===== src/rtl/padd_pkg.sv =====
package padd_pkg;
  localparam int unsigned SEC_W    = 8;
  localparam int unsigned NUM_SEC  = 4;
  localparam int unsigned DATA_W   = SEC_W * NUM_SEC;
  localparam int unsigned NUM_BRK  = NUM_SEC - 1;
  localparam int unsigned WIDE_W   = DATA_W + NUM_BRK;
  localparam int unsigned STRIDE   = SEC_W + 1;

  typedef logic [DATA_W-1:0]  data_t;
  typedef logic [WIDE_W-1:0]  wide_t;
  typedef logic [NUM_BRK-1:0] brk_t;
  typedef logic [NUM_SEC-1:0] lane_t;
endpackage


===== src/rtl/padd_spread.sv =====
module padd_spread
  import padd_pkg::*;
(
  input  data_t a_i,
  input  data_t b_i,
  input  brk_t  brk_i,
  output wide_t a_wide_o,
  output wide_t b_wide_o
);
  for (genvar s = 0; s < NUM_SEC; s++) begin : g_sec
    assign a_wide_o[s*STRIDE +: SEC_W] = a_i[s*SEC_W +: SEC_W];
    assign b_wide_o[s*STRIDE +: SEC_W] = b_i[s*SEC_W +: SEC_W];
    if (s < NUM_SEC - 1) begin : g_gap
      // joined: 1+0 passes carry; split: 0+0 absorbs it
      assign a_wide_o[s*STRIDE + SEC_W] = ~brk_i[s];
      assign b_wide_o[s*STRIDE + SEC_W] = 1'b0;
    end
  end
endmodule


===== src/rtl/padd_wide_add.sv =====
module padd_wide_add
  import padd_pkg::*;
(
  input  wide_t            x_i,
  input  wide_t            y_i,
  output logic [WIDE_W:0]  z_o
);
  always_comb begin
    z_o = {1'b0, x_i} + {1'b0, y_i};
  end
endmodule


===== src/rtl/padd_gather.sv =====
module padd_gather
  import padd_pkg::*;
(
  input  logic [WIDE_W:0] z_i,
  input  brk_t            brk_i,
  output data_t           sum_o,
  output lane_t           cout_o
);
  for (genvar s = 0; s < NUM_SEC; s++) begin : g_sec
    assign sum_o[s*SEC_W +: SEC_W] = z_i[s*STRIDE +: SEC_W];
    if (s < NUM_SEC - 1) begin : g_mid
      // at a split gap the sum bit holds the section's carry
      assign cout_o[s] = brk_i[s] & z_i[s*STRIDE + SEC_W];
    end else begin : g_top
      assign cout_o[s] = z_i[WIDE_W];
    end
  end
endmodule


===== src/rtl/partitioned_adder.sv =====
module partitioned_adder
  import padd_pkg::*;
(
  input  logic [31:0] a,
  input  logic [31:0] b,
  input  logic [2:0]  mask,
  output logic [31:0] sum,
  output logic [3:0]  cout
);
  wide_t           a_wide;
  wide_t           b_wide;
  logic [WIDE_W:0] z_wide;

  padd_spread u_spread (
    .a_i      (a),
    .b_i      (b),
    .brk_i    (mask),
    .a_wide_o (a_wide),
    .b_wide_o (b_wide)
  );

  padd_wide_add u_add (
    .x_i (a_wide),
    .y_i (b_wide),
    .z_o (z_wide)
  );

  padd_gather u_gather (
    .z_i    (z_wide),
    .brk_i  (mask),
    .sum_o  (sum),
    .cout_o (cout)
  );

  logic [32:0] chk_full;
  logic [8:0]  chk_low;
  logic [7:0]  chk_top;
  always_comb begin
    chk_full = {1'b0, a} + {1'b0, b};
    chk_low  = {1'b0, a[7:0]} + {1'b0, b[7:0]};
    chk_top  = a[31:24] + b[31:24];
    // carries appear only at lane tops
    a_r5_cout_at_tops: assert ((cout & ~{1'b1, mask}) == 4'b0000)
      else $error("cout outside lane top");
    // fully joined equals 33-bit add
    if (mask == 3'b000) begin
      a_r3_full_join: assert ({cout[3], sum} == chk_full)
        else $error("joined sum mismatch");
    end
    // isolated bottom section
    if (mask[0]) begin
      a_r1_low_isolated: assert ({cout[0], sum[7:0]} == chk_low)
        else $error("low section mismatch");
    end
    // no carry enters the top section across a split
    if (mask[2]) begin
      a_r6_top_blocked: assert (sum[31:24] == chk_top)
        else $error("carry leaked into top section");
    end
  end
endmodule


===== config.mk =====
export PLATFORM = sky130hd
export DESIGN_NAME = partitioned_adder
export DESIGN_NICKNAME = d
export VERILOG_FILES = /design/src/rtl/padd_pkg.sv /design/src/rtl/padd_spread.sv /design/src/rtl/padd_wide_add.sv /design/src/rtl/padd_gather.sv /design/src/rtl/partitioned_adder.sv
export SDC_FILE = /design/constraint.sdc
export NUM_CORES = 1
export LEC_CHECK = 0
export ABC_AREA = 1
export BUFFER_PORTS_ARGS = -buffer_cell sky130_fd_sc_hd__buf_2
export CORE_UTILIZATION = 40
export DETAILED_ROUTE_END_ITERATION = 8
export GPL_ROUTABILITY_DRIVEN = 0
export PLACE_DENSITY = 0.74
export REMOVE_ABC_BUFFERS = 1
export SLEW_MARGIN = 20
export SYNTH_ARGS = -nofsm -noshare
export SYNTH_HDL_FRONTEND = slang
export SYNTH_SLANG_ARGS = --single-unit

===== constraint.sdc =====
create_clock -name vclk -period 3
set_input_delay 0.9 -clock vclk [all_inputs]
set_output_delay 0.9 -clock vclk [all_outputs]
set_load 0.01 [all_outputs]

==> flow_metrics.env, run 1 <==
export IMPL_status="did not finish"
export IMPL_haltStage="global routing (5_1_grt)"
export IMPL_error_line="[ERROR GRT-0232] Routing congestion too high. Check the congestion heatmap in the GUI."
export IMPL_syn_inst=475
export IMPL_synth_area_um2=2410
export IMPL_die_w_um=79.7
export IMPL_yosys_area_top_type_share=0.266
export IMPL_initial_utilization=0.425
export IMPL_cts_hold_buf=0
export IMPL_die_h_um=79.7
export IMPL_place_inst=707
export IMPL_track_usage=0.787
export IMPL_synth_top_area_cell="nand2_1"
export IMPL_ys_top_cells_by_count="171 x nand2_1, 76 x inv_1, 45 x nor2_1"
export IMPL_synthDistinctLibCells=27
export IMPL_grt_start_max_net_pins=7
export IMPL_global_route_overflow_total=98
export IMPL_yosysWarnings=0
export IMPL_synthTopCellsByArea="nand2_1 27%, ha_1 17%, inv_1 12%, nor2_1 7.0%, a21oi_1 6.6%"
export IMPL_pin_count=103
export IMPL_port_buffers=103
export IMPL_synth_most_common_cell="nand2_1"
export IMPL_postGrtWorstEndpoint="sum[18]"
export IMPL_num_rows=27
export IMPL_ys_seq_area_frac=0
export IMPL_worst_path_end_type="primary output"
export IMPL_hpwlAfterDp_um=7190
export IMPL_syn_avg_cell_area_um2=5.08
repair_timing:
item / CTS
pin swaps: 82
gates resized for setup: 182
buffers inserted: 18
setup endpoints to repair: 32
kinds of logic after synthesis:
kind of cell	share of synthesized area
AO/OA/AOI/OAI	0.132
AND/OR/NAND/NOR	0.506
buffers and inverters	0.134
XOR/XNOR	0.0544
adder cells (fa/ha/maj)	0.174
per-stage QoR:
stage                     setup WS [ps]  cell area, um2  TNS [ps]  hold WS (ps)  utilization
after floorplan                    -162            2410      -796          1910            -
after global placement             -423            3450     -8400          2090        0.607
after detailed placement           -438            3450     -9220          2130        0.607
after CTS                          -274            4430     -4170          2110        0.781
per-layer routing:
layer / overflow / track usage
met1: 3 / 0.732
met2: 50 / 0.975
met4: 44 / 0.913
met5: 0 / 0.118
met3: 1 / 0.632
==> run 2, diff against run 1 <==
Settings changed: CORE_UTILIZATION 40 to 25, PLACE_DENSITY 0.74 to default, PLACE_DENSITY_LB_ADDON from default to 0.15.
Clock period 3 ns to 3.9 ns, I/O delays scaled along.
==> run 2 against run 1 <==
  * The run now ends clean
  * Synthesized area did not move
  * Synthesized cell count is the same
==> flow_metrics.env, run 2 <==
export IMPL_status="finished clean"
export IMPL_hpwlAfterDp_um=7840
export IMPL_regArea_um2=0
export IMPL_rsz0062_at_grt="true"
export IMPL_post_dp_cell_area_um2=3290
export IMPL_fin_crit_ps=3830
export IMPL_maxCapViolations=0
export IMPL_synthTopCellsByArea="nand2_1 27%, ha_1 17%, inv_1 12%, nor2_1 7.0%, a21oi_1 6.6%"
export IMPL_power_density_nw_per_um2=163
export IMPL_ys_top_cells_by_count="171 x nand2_1, 76 x inv_1, 45 x nor2_1"
export IMPL_cp_required_ps=2730
export IMPL_synth_area_um2=2410
export IMPL_hold_ws_ps=2640
export IMPL_dieArea_um2=10100
export IMPL_grt_pass1_wl_um=13800
export IMPL_hold_viol_final=0
export IMPL_critPathMaxStageDelay_ps=370
export IMPL_maxSlewViolCount=0
export IMPL_crit_chain="buf_2 -> ha_2 -> nand2_1 -> nor2_2 -> inv_1 -> nor2_1 -> nand2_2 -> nand2_4 -> xor2_1 -> buf_2"
export IMPL_fin_setup_tns_ps=0
export IMPL_synthDistinctLibCells=27
export IMPL_dr_pass1_iters=4
export IMPL_hold_class="primary input to output port"
export IMPL_crit_arrival_ps=2660
export IMPL_nNetsFinal=707
export IMPL_track_usage=0.168
export IMPL_syn_inst=475
export IMPL_p_total_w=0.000612
export IMPL_vias=3292
export IMPL_yosys_area_top_type_share=0.266
export IMPL_final_cell_mix="152 x nand2_1, 102 x buf_2, 76 x inv_1"
export IMPL_drive_gt1_frac=0.413
export IMPL_worst_pin_slew_ps=320
export IMPL_max_slew_margin_rel=0.783
export IMPL_syn_avg_cell_area_um2=5.08
export IMPL_routed_wl_um=8800
export IMPL_cp_end_kind="output port"
export IMPL_irDropWorstVdd_uv=54.4
export IMPL_num_rows=35
export IMPL_synth_most_common_cell="nand2_1"
export IMPL_global_route_overflow_total=0
export IMPL_fillers=1089
export IMPL_via_per_inst=4.49
export IMPL_cp_num_buf_inv=3
export IMPL_cts_hold_buf=0
export IMPL_setup_violations=0
export IMPL_final_common_cell="nand2_1"
export IMPL_ys_seq_area_frac=0
export IMPL_design_seq_count=0
export IMPL_hold_start="a[0]"
export IMPL_timing_fmax_mhz=261
export IMPL_slowest_stage="ha_2"
export IMPL_finalCritPeriodShare=0.983
export IMPL_n_clock_buffer=0
export IMPL_core_area_um2=9280
export IMPL_critPathLaunchType="primary input"
export IMPL_stdcell_area_um2=3750
export IMPL_wire_per_inst_um=12.0
export IMPL_antennaDiodeCount=0
export IMPL_initial_utilization=0.260
export IMPL_port_buffers=103
export IMPL_crit_fanout=4
export IMPL_pin_count=103
export IMPL_grt_pass1_vias=3078
export IMPL_hold_end="sum[0]"
export IMPL_crit_top_cell="buf_2"
export IMPL_synth_top_area_cell="nand2_1"
export IMPL_yosysWarnings=0
export IMPL_ant_nets=0
export IMPL_path_class="primary input to output port"
export IMPL_whs_path_depth=3
export IMPL_drcViolationCount=0
export IMPL_p_leak_nw=2.04
export IMPL_die_h_um=100
export IMPL_die_w_um=100
export IMPL_crit_family="simple AND/OR/NAND/NOR gates"
export IMPL_antenna_found_initial=0
export IMPL_area_growth_pct=55.4
export IMPL_drt_iter0_drc=90
export IMPL_grt_start_max_net_pins=8
run 2: metal layers:
layer  track usage  part of all wire
met3       0.00696             0.041
met1         0.234              0.49
met2         0.293              0.46
met4        0.0201            0.0080
met5             0                 0
run 2: per-stage QoR:
step,worst slack (ps),util,std cells
final,66.6,0.404,734
after global routing,-39.6,0.404,734
after detailed placement,-134,0.354,733
after global placement,-94.3,0.354,733
after floorplan,198,-,475
after CTS,-3.16,0.356,734
run 2: how the worst max path moves through the flow:
stage,cells past startpoint,to,slack [ps],startpoint
CTS,13,sum[29],-3,a[0]
detailed placement,13,sum[27],-130,a[0]
global route,13,sum[31],-40,b[12]
global placement,13,sum[27],-90,a[0]
finish,10,sum[16],70,b[12]
floorplan,11,sum[29],200,a[0]
run 2: cells by family after synthesis:
kind of cell | after synthesis | synth area share
XOR/XNOR | 15 | 0.0544
buffers and inverters | 86 | 0.134
AND/OR/NAND/NOR | 283 | 0.506
adder cells (fa/ha/maj) | 33 | 0.174
AO/OA/AOI/OAI | 58 | 0.132
run 2: cell type report:
class	instances	area, um2	area share
Multi-Input combinational cell	389	2540	0.677
Timing Repair Buffer	130	728	0.194
Tap cell	129	161	0.0430
Inverter	86	323	0.0861
run 2: timing repair:
| item | 4_1_cts | 5_1_grt |
|---|---|---|
| setup endpoints to repair | 11 | 23 |
| pin swaps | 2 | 12 |
| setup buffers | 1 | 0 |
| resized for setup | 3 | 103 |
run 2: power by group:
part | switching, W | total, W | internal (W)
Combinational | 0.000351 | 0.000612 | 0.000261
Clock | 0 | 0 | 0
Sequential | 0 | 0 | 0
(Power assumes the default switching activity.)
